--- config.mk ---
export PLATFORM = sky130hd
export DESIGN_NAME = pm_bridge_gate
export DESIGN_NICKNAME = d
export VERILOG_FILES = /design/src/rtl/pm_pkg.sv /design/src/rtl/pm_csr.sv /design/src/rtl/pm_gate.sv /design/src/rtl/pm_bridge_gate.sv
export SDC_FILE = /design/constraint.sdc
export NUM_CORES = 1
export LEC_CHECK = 0
export ABC_AREA = 1
export CORE_MARGIN = 2
export CORE_UTILIZATION = 21
export DETAILED_ROUTE_END_ITERATION = 8
export HOLD_SLACK_MARGIN = 0.15
export PLACE_DENSITY = 0.88
export SLEW_MARGIN = 25
export SYNTH_ARGS = -nofsm -noshare
export SYNTH_HDL_FRONTEND = slang
export SYNTH_SLANG_ARGS = --single-unit
export TNS_END_PERCENT = 30
--- constraint.sdc ---
create_clock -name clk -period 1.01 [get_ports clk]
set_clock_uncertainty 0.1 [all_clocks]
set_input_delay 0.101 -clock clk [delete_from_list [all_inputs] [get_ports clk]]
set_output_delay 0.101 -clock clk [all_outputs]
set_load 0.05 [all_outputs]
--- src/rtl/pm_pkg.sv ---
package pm_pkg;

    localparam int DW      = 32;
    localparam int ADDR_W  = 6;
    localparam int BE_W    = DW / 8;

    typedef enum logic [1:0] {
        PM_D0 = 2'b00,
        PM_D1 = 2'b01,
        PM_D2 = 2'b10,
        PM_D3 = 2'b11
    } pm_state_e;

    typedef enum logic [1:0] {
        DK_MEM  = 2'd0,
        DK_IO   = 2'd1,
        DK_CFG0 = 2'd2,
        DK_CFG1 = 2'd3
    } ds_kind_e;

    typedef struct packed {
        logic      valid;
        ds_kind_e  kind;
    } ds_req_t;

    typedef struct packed {
        logic                wr;
        logic                rd;
        logic [ADDR_W-1:0]   addr;
        logic [BE_W-1:0]     be;
        logic [DW-1:0]       wdata;
    } cfg_req_t;

    // Bit positions inside the dword
    localparam int PS_LSB   = 0;
    localparam int NSR_BIT  = 3;
    localparam int PMEE_BIT = 8;

    function automatic logic state_supported(input logic [1:0] s);
        return (s == PM_D0) || (s == PM_D3);
    endfunction

    function automatic logic [DW-1:0] pack_dword(input pm_state_e s, input logic pmee);
        logic [DW-1:0] d;
        d = '0;
        d[PS_LSB +: 2] = s;
        d[NSR_BIT]     = 1'b1;
        d[PMEE_BIT]    = pmee;
        return d;
    endfunction

endpackage

--- src/rtl/pm_csr.sv ---
module pm_csr
    import pm_pkg::*;
#(
    parameter logic [ADDR_W-1:0] REG_IDX = 6'h21
) (
    input  logic           clk,
    input  logic           rst,
    input  logic           por,
    input  cfg_req_t       req,
    output logic [DW-1:0]  rdata,
    output pm_state_e      state
);

    localparam int BE_PS   = PS_LSB / 8;
    localparam int BE_PMEE = PMEE_BIT / 8;

    logic       hit;
    logic       ps_load;
    logic       pmee_q;
    logic [1:0] ps_new;

    assign hit     = (req.addr == REG_IDX);
    assign ps_new  = req.wdata[PS_LSB +: 2];
    assign ps_load = req.wr && hit && req.be[BE_PS] && state_supported(ps_new);

    // Power state: cleared by either reset
    always_ff @(posedge clk) begin
        if (rst || por)
            state <= PM_D0;
        else if (ps_load)
            state <= pm_state_e'(ps_new);
    end

    // Sticky enable: cleared by power-on reset only
    always_ff @(posedge clk) begin
        if (por)
            pmee_q <= 1'b0;
        else if (req.wr && hit && req.be[BE_PMEE])
            pmee_q <= req.wdata[PMEE_BIT];
    end

    always_comb begin
        rdata = '0;
        if (req.rd && hit)
            rdata = pack_dword(state, pmee_q);
    end


    bad_state_write_chk: assert property (@(posedge clk) disable iff (rst || por)
        (req.wr && hit && (req.wdata[1:0] == PM_D1 || req.wdata[1:0] == PM_D2))
            |=> $stable(state));


    no_be0_chk: assert property (@(posedge clk) disable iff (rst || por)
        (req.wr && !req.be[BE_PS]) |=> $stable(state));


    sticky_keep_chk: assert property (@(posedge clk) disable iff (por)
        (rst && !(req.wr && hit && req.be[BE_PMEE])) |=> $stable(pmee_q));


    legal_state_chk: assert property (@(posedge clk) disable iff (rst || por)
        (state == PM_D0) || (state == PM_D3));

endmodule

--- src/rtl/pm_gate.sv ---
module pm_gate
    import pm_pkg::*;
(
    input  logic       clk,
    input  logic       rst,
    input  logic       por,
    input  pm_state_e  state,
    input  ds_req_t    ds,
    output logic       claim,
    output logic       mabort,
    output logic       mmio_en,
    output logic       irq_en
);

    logic awake;
    logic pass_kind;

    assign awake     = (state == PM_D0);
    assign pass_kind = (ds.kind == DK_CFG0);

    assign claim   = ds.valid && (awake || pass_kind);
    assign mmio_en = awake;
    assign irq_en  = awake;

    always_ff @(posedge clk) begin
        if (rst || por)
            mabort <= 1'b0;
        else
            mabort <= ds.valid && !claim;
    end


    cfg0_pass_chk: assert property (@(posedge clk) disable iff (rst || por)
        (ds.valid && ds.kind == DK_CFG0) |-> claim);


    abort_cause_chk: assert property (@(posedge clk) disable iff (rst || por)
        mabort |-> ($past(ds.valid) && $past(ds.kind) != DK_CFG0 && $past(state) != PM_D0));


    sleep_quiet_chk: assert property (@(posedge clk) disable iff (rst || por)
        (state == PM_D3) |-> (!mmio_en && !irq_en));

endmodule

--- src/rtl/pm_bridge_gate.sv ---
module pm_bridge_gate
    import pm_pkg::*;
#(
    parameter logic [ADDR_W-1:0] REG_IDX = 6'h21
) (
    input  logic              clk,
    input  logic              rst,
    input  logic              por,
    input  logic              cfg_wr,
    input  logic              cfg_rd,
    input  logic [ADDR_W-1:0] cfg_addr,
    input  logic [BE_W-1:0]   cfg_be,
    input  logic [DW-1:0]     cfg_wdata,
    output logic [DW-1:0]     cfg_rdata,
    input  logic              ds_req,
    input  logic [1:0]        ds_kind,
    output logic              ds_claim,
    output logic              ds_mabort,
    output logic              mmio_en,
    output logic              irq_en,
    output logic [1:0]        pwr_state
);

    cfg_req_t  creq;
    ds_req_t   dreq;
    pm_state_e st;

    assign creq = '{wr: cfg_wr, rd: cfg_rd, addr: cfg_addr, be: cfg_be, wdata: cfg_wdata};
    assign dreq = '{valid: ds_req, kind: ds_kind_e'(ds_kind)};

    pm_csr #(.REG_IDX(REG_IDX)) u_csr (
        .clk   (clk),
        .rst   (rst),
        .por   (por),
        .req   (creq),
        .rdata (cfg_rdata),
        .state (st)
    );

    pm_gate u_gate (
        .clk     (clk),
        .rst     (rst),
        .por     (por),
        .state   (st),
        .ds      (dreq),
        .claim   (ds_claim),
        .mabort  (ds_mabort),
        .mmio_en (mmio_en),
        .irq_en  (irq_en)
    );

    assign pwr_state = st;

endmodule

; After elaboration in Yosys (flattened, before gate mapping)
; Cells that the tools add are included.
[op_classes]
addsub = 0
n_mul = 0
div = 0
magnitude_cmp = 0
eq_ne = 3
n_shift = 0
mux = 1
bitwise = 0
n_reduce_logical = 13
[ops]
columns = operator, n
row1 = 9-bit two-way mux, 1
row2 = 1-bit logical AND, 7
row3 = 6-bit equality test (second input constant), 1
row4 = 2-bit equality test (second input constant), 2
row5 = 2-bit zero test, 2
row6 = 1-bit logical OR, 3
row7 = 1-bit zero test, 1
[totals]
register_bits = 4
latchBits = 0
mem_bits_rw = 0
mem_bits_ro = 0
in_bits = 50
word_cells = 20
memories = 0

; Logic depth before layout (Yosys ltp)
; Gate-level depths: netlist of run 1.
[depth]
depth_word = 5
mapped_depth = 7
depth_no_buf = 7

; Cells and area by module
; A second synthesis of run 1 with hierarchy kept.
[unflattened]
hier_cells = 89
hier_area_um2 = 535.5
[modules_own_cells]
columns = module, n_inst, cells_each, area_per_inst_um2, seq_area_each_um2
row1 = pm_csr, 1, 75, 456.7, 60.1
row2 = pm_gate, 1, 14, 78.8, 20.0

; Worst setup path before layout of run 1
; Ideal clock, no wire load.
[synth_path]
path_kind = reg-to-output
from = register u_csr.state[0]
to = output ds_claim
t_arrival_ns = 2.069
required_ns = 0.809
setup_slack_ns = -1.260
path_stages_with_launch = 4
path_cell_list = dfxtp_1 -> nor2_1 -> a21oi_1 -> nor2_1
[synth_between]
elab_chain_len = 3
[synth_lines]
columns = element, line_no
row1 = from (decl), pm_csr.sv:11  ; output pm_state_e state
row2 = from (signal assigned), pm_csr.sv:31  ; state <= pm_state_e'(ps_new);
row3 = 2-bit zero test, pm_gate.sv:18  ; assign awake = (state == PM_D0);
row4 = named net irq_en, pm_bridge_gate.sv:20  ; output logic irq_en,
row5 = 1-bit logical OR, pm_gate.sv:21  ; assign claim = ds.valid && (awake || pass_kind);
row6 = 1-bit logical AND, pm_gate.sv:21
row7 = to (decl), pm_bridge_gate.sv:17  ; output logic ds_claim,
; The timed path passes the listed nets, and every way through them passes these cells.

; Worst setup path in the final report of run 1
[layout_path]
from = register u_csr.state[0]
to = output ds_claim
[layout_between]
elab_chain_len = 3
[layout_lines]
columns = element, line_no
row1 = 2-bit zero test, pm_gate.sv:18
row2 = 1-bit logical OR, pm_gate.sv:21
row3 = 1-bit logical AND, pm_gate.sv:21
; Every way passes these cells.

==> results.yml, run 1 <==
routing:
  drt_iter0_drc: 1
  vias_per_cell: 3.401
  drc: 0
  routedWlPerCell_um: 7.735
  postRouteWirelength_um: 1137
  first_pass_iters: 2
  vias: 500
  ant_nets: 0
final_layout:
  fin_nets: 171
  diodes: 0
  area_growth_syn_to_layout_pct: 85.89
  mostFrequentLayoutCells: "conb_1, clkdlybuf4s50_1, nor2_1, buf_12, inv_1"
  final_cell_area_sq_um: 955.9
  fillCellCount: 240
  drive_above_1_share: 0.4034
  layout_commonest_cell: "conb_1"
power:
  p_leak_nw: 0.4730
  p_seq_frac: 0.209
  switching_share: 0.4871
  power.internal_uw: 377.4
  peakVddDrop_mv: 0.4723
  power_density_mw_per_mm2: 769.7
  total_power_uw: 735.8
  p_clk_frac: 0.279
  p_switching_uw: 358.5
  power_frac_comb: 0.512
synthesis:
  ys_ff_latch: 4
  ys_types: 15
  synthCells: 82
  syn_avg_cell_area_sq_um: 6.271
  post_synth_xor_area_fraction: 0
  yosys.area_share.simple: 0.2944
  yosysWarnings: 0
  syn_area_sq_um: 514.2
  yosys-top-cells-area: "buf_4, dfxtp_1, nor2_1, inv_1, nand2_1"
  synth_top_family_by_area: "buffers and inverters"
  yosysTopAreaCellShare: 0.4234
  synth_largest_area_cell: "buf_4"
  synth.area.mux_share: 0
  synth_adder_area_share: 0
  synth_compound_area_frac: 0.009732
  yosysSeqAreaShare: 0.1557
sta:
  final_hold_viol_count: 0
  finalCriticalPeriod_ns: 1.207
  fmax_mhz: 828.4
  slew_violations: 0
  setup_slack_ns: -0.1971
  setup_tns_ns: -0.8423
  finalCritPeriodShare: 1.195
  rsz0062_at_grt: "true"
  fin_hold_ws_ns: 0.2195
  setup_viol: 7
die:
  ios: 88
  die_y_um: 53.49
  initial_core_util: 0.2281
  rows: 17
  die_w_um: 53.49
  design.core.area_sq_mm: 0.002255
  die_area_sq_mm: 0.002861
cts:
  clockBufferDepth: 2
  clk_pin_slew_worst_paths_ns: 0.04
  htree_levels: 1
  clk_latency_ns: 0.24
  cts_tree: "built"
  cts-root-buf: "clkbuf_4"
  cts_made_buffers: 3
  cts_sinks: 4
global_route:
  grt_pass1_wl_um: 1849
  grt_pass1_vias: 458
  track_usage: 0.09107
  grt_max_degree: 5
  overflow: 0
  antenna_found_initial: 0
placed_design:
  hpwl_um: 1001
  globalplace.congestion: 0.6856
  place_area_sq_um: 884.6
  io_buffers: 28
setup_path:
  worst_setup_path_end_kind: "output pin"
  critPathKind: "reg2out"
  startpoint_type: "register"
  critPathMaxFanout: 4
  arrival_ns: 1.01
  cp.required_ns: 0.81
min_path:
  hold_class: "in2reg"
run_status:
  status: "complete, but fails checks"
  violations: "negative setup slack"
flow_run:
  drv_cap: 0
==> metal layers <==
| metal | track usage | share of wire |
|---|---|---|
| met3 | 0.01977 | 0.089 |
| met4 | 0.05128 | 0.011 |
| met1 | 0.08710 | 0.30 |
| met2 | 0.1749 | 0.60 |
| met5 | 0 | 0 |
==> cell type report <==
type | instances | area, sq um | share of cell area
Tap cell | 28 | 35.03 | 0.03665
Inverter | 15 | 56.30 | 0.05890
Timing Repair Buffer | 36 | 426.7 | 0.4463
Multi-Input combinational cell | 61 | 327.8 | 0.3429
Sequential cell | 4 | 87.58 | 0.09162
Clock buffer | 3 | 22.52 | 0.02356
==> repair_timing <==
item,CTS,global route
setup buffers,3,0
setup endpoints to repair,10,11
hold buffers,0,0
pin swaps,9,1
resized for setup,37,1
==> critical path, cell delays in order, from the launching register on <==
cell and delay (ns):
dfxtp_4 0.38, nor2_4 0.04, a21oi_2 0.15, nor2_4 0.05
buf_12 0.14
==> power by group through the flow <==
stage | clock network (mW) | registers, mW | logic, mW
2_1_floorplan | 0 | 0.157 | 0.351
3_3_place_gp | 0 | 0.156 | 0.364
3_5_place_dp | 0 | 0.156 | 0.367
4_1_cts | 0.214 | 0.154 | 0.374
5_1_grt | 0.225 | 0.154 | 0.398
6_report | 0.205 | 0.154 | 0.377
==> through the flow <==
step	setup slack, ns	cells	util
after floorplan	-0.3071	109	-
after global placement	-0.4823	141	0.3923
after detailed placement	-0.5149	141	0.3923
after CTS	-0.2097	147	0.4240
after global routing	-0.2482	147	0.4240
final	-0.1971	147	0.4240
==> worst paths after layout <==
kind / start / end / slack (ns) / depth (start not counted)
hold / removal: cfg_addr[4] / u_csr.state[1]$_SDFFE_PP0P_ / 0.22 / 7
setup / recovery: u_csr.state[0]$_SDFFE_PP0P_ / ds_claim / -0.20 / 4
hold reg to reg: u_csr.pmee_q$_SDFFE_PP0P_ / u_csr.pmee_q$_SDFFE_PP0P_ / 0.44 / 4
setup reg to reg: u_csr.state[0]$_SDFFE_PP0P_ / u_gate.mabort$_SDFF_PP0_ / 0.11 / 3
==> state kept, by name (all words and copies together), names as in the netlist <==
signal         count
u_csr.pmee_q       1
u_gate.mabort      1
u_csr.state        2
==> Yosys cell counts (all sizes together) <==
| cell type | number |
|---|---|
| a21oi | 1 |
| and3 | 1 |
| buf | 29 |
| conb | 1 |
| dfxtp | 4 |
| inv | 15 |
| nand2 | 7 |
| nand3 | 5 |
| nand4 | 1 |
| nor2 | 18 |
==> cell families (layout without fill, tap and decap cells) <==
family | Yosys count | in the layout
other | 1 | 28
DFF | 4 | 4
AOI/OAI and AO/OA | 1 | 1
and+or+nand+nor | 32 | 32
buffers and inverters | 44 | 54
(Power assumes the default switching activity.)
==> run 2: changes to the inputs <==
- CORE_UTILIZATION: 21 -> 19
- PLACE_DENSITY: 0.88 -> 0.84
- clock period: 1.01 -> 1.05 ns (I/O delays scaled with it)
==> run 2 against run 1 <==
Effect of this change: the flow still finishes with violations (negative setup slack); core utilization is 3.8 points lower; flip-flop and latch count stayed put; cell area is 1.8% higher; largest cell class unchanged; non-clock buffer count is 1 higher; critical path type unchanged; critical endpoint unchanged; register-to-register slack better by 0.03 ns; via count is 1.2% higher; first-iteration DRC count grew to 8.0 times the previous value.
==> results.yml, run 2 (synthesized netlist as in run 1, its figures left out) <==
final_layout:
  layout_commonest_cell: "conb_1"
  diodes: 0
  mostFrequentLayoutCells: "conb_1, inv_1, nor2_1, clkdlybuf4s50_1, buf_12"
  area_growth_syn_to_layout_pct: 89.29
  largest_reg_flops: 2
  final_cells: 151
  multiInputGateArea_sq_um: 327.8
  drive_above_1_share: 0.3967
  fillCellCount: 261
  largestRegisters: "u_csr.state x2, u_csr.pmee_q x1, u_gate.mabort x1"
  largest_register: "u_csr.state"
  fin_nets: 172
  ff_latch_area_sq_um: 87.58
  final_cell_area_sq_um: 973.4
global_route:
  grt_util_met1: 0.07448
  gr-max-usage-layer: "met2"
  track_usage: 0.07619
  gr-usage-met3: 0.01860
  grt_max_degree: 5
  grt_use_met2: 0.1395
  grt_pass1_wl_um: 1863
  overflow: 0
  grt_pass1_vias: 459
  antenna_found_initial: 0
min_path:
  hold_class: "in2reg"
  whs_path_depth: 7
power:
  power.internal_uw: 377.1
  power_frac_comb: 0.502
  p_switching_uw: 343.5
  p_seq_frac: 0.205
  p_leak_nw: 0.4904
  peakVddDrop_mv: 0.4259
  switching_share: 0.4767
  p_clk_frac: 0.293
  power_density_mw_per_mm2: 740.3
  total_power_uw: 720.6
cts:
  cts_tree: "built"
  cts_made_buffers: 3
  cts-root-buf: "clkbuf_4"
  cts_sinks: 4
  clockBufferDepth: 2
  clk_pin_slew_worst_paths_ns: 0.04
  htree_levels: 1
  clk_latency_ns: 0.24
  postCtsHoldBufs: 0
routing:
  drc: 0
  drt_iter0_drc: 8
  postRouteWirelength_um: 1161
  routedWlPerCell_um: 7.689
  first_pass_iters: 2
  vias: 506
  vias_per_cell: 3.351
  ant_nets: 0
setup_path:
  critPathMaxFanout: 4
  cp.required_ns: 0.84
  startpoint_type: "register"
  worst_setup_path_end_kind: "output pin"
  reg2regPathDepth: 3
  critPathKind: "reg2out"
  arrival_ns: 1.00
placed_design:
  globalplace.congestion: 0.7173
  dp.cells: 142
  io_buffers: 28
  place_area_sq_um: 879.6
  hpwl_um: 960
sta:
  setup_slack_ns: -0.1515
  fmax_mhz: 832.3
  final_hold_viol_count: 0
  setup_tns_ns: -0.5939
  slew_violations: 0
  finalCritPeriodShare: 1.144
  rsz0062_at_grt: "true"
  finalCriticalPeriod_ns: 1.201
  setup_viol: 7
die:
  die_area_sq_mm: 0.003139
  initial_core_util: 0.2039
  die_w_um: 56.03
  die_y_um: 56.03
  rows: 18
  ios: 88
  design.core.area_sq_mm: 0.002522
run_status:
  violations: "negative setup slack"
  status: "complete, but fails checks"
flow_run:
  drv_cap: 0
run 2: cell types whose count changed in the layout (fill, tap and decap cells not counted), sizes merged:
cell and change:
buf +1, clkbuf +1, clkdlybuf4s50 -1, dlymetal6s2s +1
run 2: final timing paths:
path | from | end | slack [ns]
worst max-delay path | u_csr.state[1]$_SDFFE_PP0P_ | ds_claim | -0.15
worst min-delay path | cfg_addr[4] | u_csr.state[0]$_SDFFE_PP0P_ | 0.22
worst max register to register | u_csr.state[1]$_SDFFE_PP0P_ | u_gate.mabort$_SDFF_PP0_ | 0.14
worst min register to register | u_csr.pmee_q$_SDFFE_PP0P_ | u_csr.pmee_q$_SDFFE_PP0P_ | 0.43
run 2: worst max-delay path, stage by stage (launching register included):
cell and delay, ns:
dfxtp_4 0.37, nor2_4 0.04, a21oi_2 0.16, nor2_4 0.05
buf_12 0.14
run 2: layout make-up:
type	instances	share of cell area
Inverter	15	0.05784
Timing Repair Buffer	37	0.4499
Tap cell	30	0.03856
Multi-Input combinational cell	61	0.3368
Sequential cell	4	0.08997
Clock buffer	4	0.02699
run 2: power groups by stage:
| stage | sequential (mW) | combinational (mW) | clock, mW |
|---|---|---|---|
| 3_5_place_dp | 0.150 | 0.351 | 0 |
| 6_report | 0.148 | 0.362 | 0.211 |
| 5_1_grt | 0.148 | 0.378 | 0.228 |
| 4_1_cts | 0.148 | 0.358 | 0.218 |
| 2_1_floorplan | 0.151 | 0.338 | 0 |
| 3_3_place_gp | 0.150 | 0.349 | 0 |
run 2: per-stage QoR:
step	util	setup slack (ns)	hold WS [ns]
floorplan	-	-0.2711	0.1399
global placement	0.3487	-0.4064	0.4326
detailed placement	0.3487	-0.4328	0.4319
CTS	0.3805	-0.1634	0.2456
global route	0.3859	-0.1968	0.2725
finish	0.3859	-0.1515	0.2226
run 2: timing repair:
item	CTS	global route
buffers inserted	5	0
pin swaps	10	4
gates resized for setup	33	5
endpoints found under the setup margin	10	11
run 2: per-layer routing:
layer	share of wire	up-vias
met5	0	-
met4	0.021	0
met3	0.074	2
met2	0.58	31
met1	0.33	212
li1	-	261
==> run 3: changes to the inputs <==
- CORE_MARGIN: 2 -> 4
==> run 3 against run 2 <==
Effect of this change: the run still ends with negative setup slack left; combinational power about the same; maximum frequency shrank 1.8%; first-iteration DRC count fell by 50%; register-to-register slack better by 0.02 ns; largest cell class unchanged.
==> results.yml, run 3 (synthesized netlist as in run 1, its figures left out) <==
power:
  p_seq_frac: 0.208
  total_power_uw: 710.6
  power.internal_uw: 362.3
  peakVddDrop_mv: 0.3437
  p_leak_nw: 0.4817
  switching_share: 0.4902
  p_switching_uw: 348.3
  power_density_mw_per_mm2: 730.9
  p_clk_frac: 0.278
  power_frac_comb: 0.514
die:
  die_w_um: 60.03
  initial_core_util: 0.2039
  rows: 18
  design.core.area_sq_mm: 0.002522
  die_area_sq_mm: 0.003603
  die_y_um: 60.03
  ios: 88
routing:
  first_pass_iters: 2
  drt_iter0_drc: 4
  ant_nets: 0
  vias_per_cell: 3.416
  drc: 0
  postRouteWirelength_um: 1408
  vias: 509
  routedWlPerCell_um: 9.450
run_status:
  status: "complete, but fails checks"
  violations: "negative setup slack"
final_layout:
  mostFrequentLayoutCells: "conb_1, clkdlybuf4s50_1, inv_1, nor2_1, buf_12"
  area_growth_syn_to_layout_pct: 89.05
  largestRegisters: "u_csr.state x2, u_csr.pmee_q x1, u_gate.mabort x1"
  final_cells: 149
  fin_util: 0.3854
  fillCellCount: 261
  layout_commonest_cell: "conb_1"
  diodes: 0
  largest_reg_flops: 2
  fin_nets: 171
  largest_register: "u_csr.state"
  drive_above_1_share: 0.4118
placed_design:
  globalplace.congestion: 0.7159
  hpwl_um: 1122
  io_buffers: 28
  dp.cells: 143
  pre_cts_slack_ns: -0.4445
setup_path:
  worst_setup_path_end_kind: "output pin"
  critPathKind: "reg2out"
  cp.required_ns: 0.84
  arrival_ns: 1.02
  reg2regPathDepth: 3
  critPathMaxFanout: 3
  startpoint_type: "register"
min_path:
  hold_class: "in2reg"
  whs_path_depth: 7
sta:
  fin_hold_ws_ns: 0.2184
  finalCriticalPeriod_ns: 1.223
  finalCritPeriodShare: 1.165
  slew_violations: 0
  final_hold_viol_count: 0
  rsz0062_at_grt: "true"
  setup_slack_ns: -0.1730
  fmax_mhz: 817.7
  setup_viol: 8
cts:
  clk_latency_ns: 0.24
  cts_made_buffers: 3
  cts_tree: "built"
  clockBufferDepth: 2
  cts_sinks: 4
  cts-root-buf: "clkbuf_4"
  htree_levels: 1
  clk_pin_slew_worst_paths_ns: 0.04
flow_run:
  drv_cap: 0
global_route:
  grt_max_degree: 5
  overflow: 0
  antenna_found_initial: 0
  grt_pass1_vias: 448
  grt_pass1_wl_um: 1952
  track_usage: 0.07706
[run 3: changes by cell type in the layout (fill, tap and decap cells not counted), sizes merged]
cell           previous run  this run
buf                      24        23
dlymetal6s2s              1         0
clkdlybuf4s50            10        11
clkbuf                    4         3
[run 3: final timing paths]
path / start / end / slack, ns
max: u_csr.state[0]$_SDFFE_PP0P_ / ds_claim / -0.17
min: cfg_addr[4] / u_csr.state[1]$_SDFFE_PP0P_ / 0.22
max reg2reg: u_csr.state[1]$_SDFFE_PP0P_ / u_gate.mabort$_SDFF_PP0_ / 0.16
min reg2reg: u_csr.pmee_q$_SDFFE_PP0P_ / u_csr.pmee_q$_SDFFE_PP0P_ / 0.44
[run 3: power groups by stage]
| stage | Sequential (mW) | Clock [mW] | Combinational [mW] |
|---|---|---|---|
| 2_1_floorplan | 0.151 | 0 | 0.338 |
| 6_report | 0.148 | 0.197 | 0.365 |
| 4_1_cts | 0.148 | 0.200 | 0.358 |
| 5_1_grt | 0.148 | 0.206 | 0.381 |
| 3_3_place_gp | 0.150 | 0 | 0.350 |
| 3_5_place_dp | 0.150 | 0 | 0.352 |
[run 3: timing repair]
item	CTS	global route
hold buffers	0	0
pin swaps	10	6
setup buffers	3	0
resized for setup	36	6
setup endpoints to repair	12	11
[run 3: layout make-up]
class                      instances  area, sq um  area share
inverter                          15        58.81     0.06049
clock buffer                       3        22.52     0.02317
tap                               30        37.54     0.03861
sequential                         4        88.84     0.09138
multi-input combinational         61        332.8      0.3423
timing repair buffer              36        431.7      0.4440
[run 3: metrics by stage]
stage,cell area [sq um],TNS (ns)
after floorplan,649.4,-0.8444
after global placement,887.1,-2.679
after detailed placement,887.1,-2.919
after CTS,958.4,-0.6150
after global routing,972.2,-0.8857
final,972.2,-0.6334
[run 3: layer usage]
layer,share of wire,GRT usage,wire [um],vias up
li1,-,-,-,259
met1,0.28,0.06658,389,212
met2,0.57,0.1404,806,34
met3,0.12,0.02376,172,4
met4,0.028,0.06646,39,0
met5,0,0,0,-
[run 3: worst max-delay path: stages (launching register included)]
cell,delay [ns]
dfxtp_4,0.35
nor2_4,0.13
a21oi_2,0.06
nor2_4,0.10
buf_12,0.14
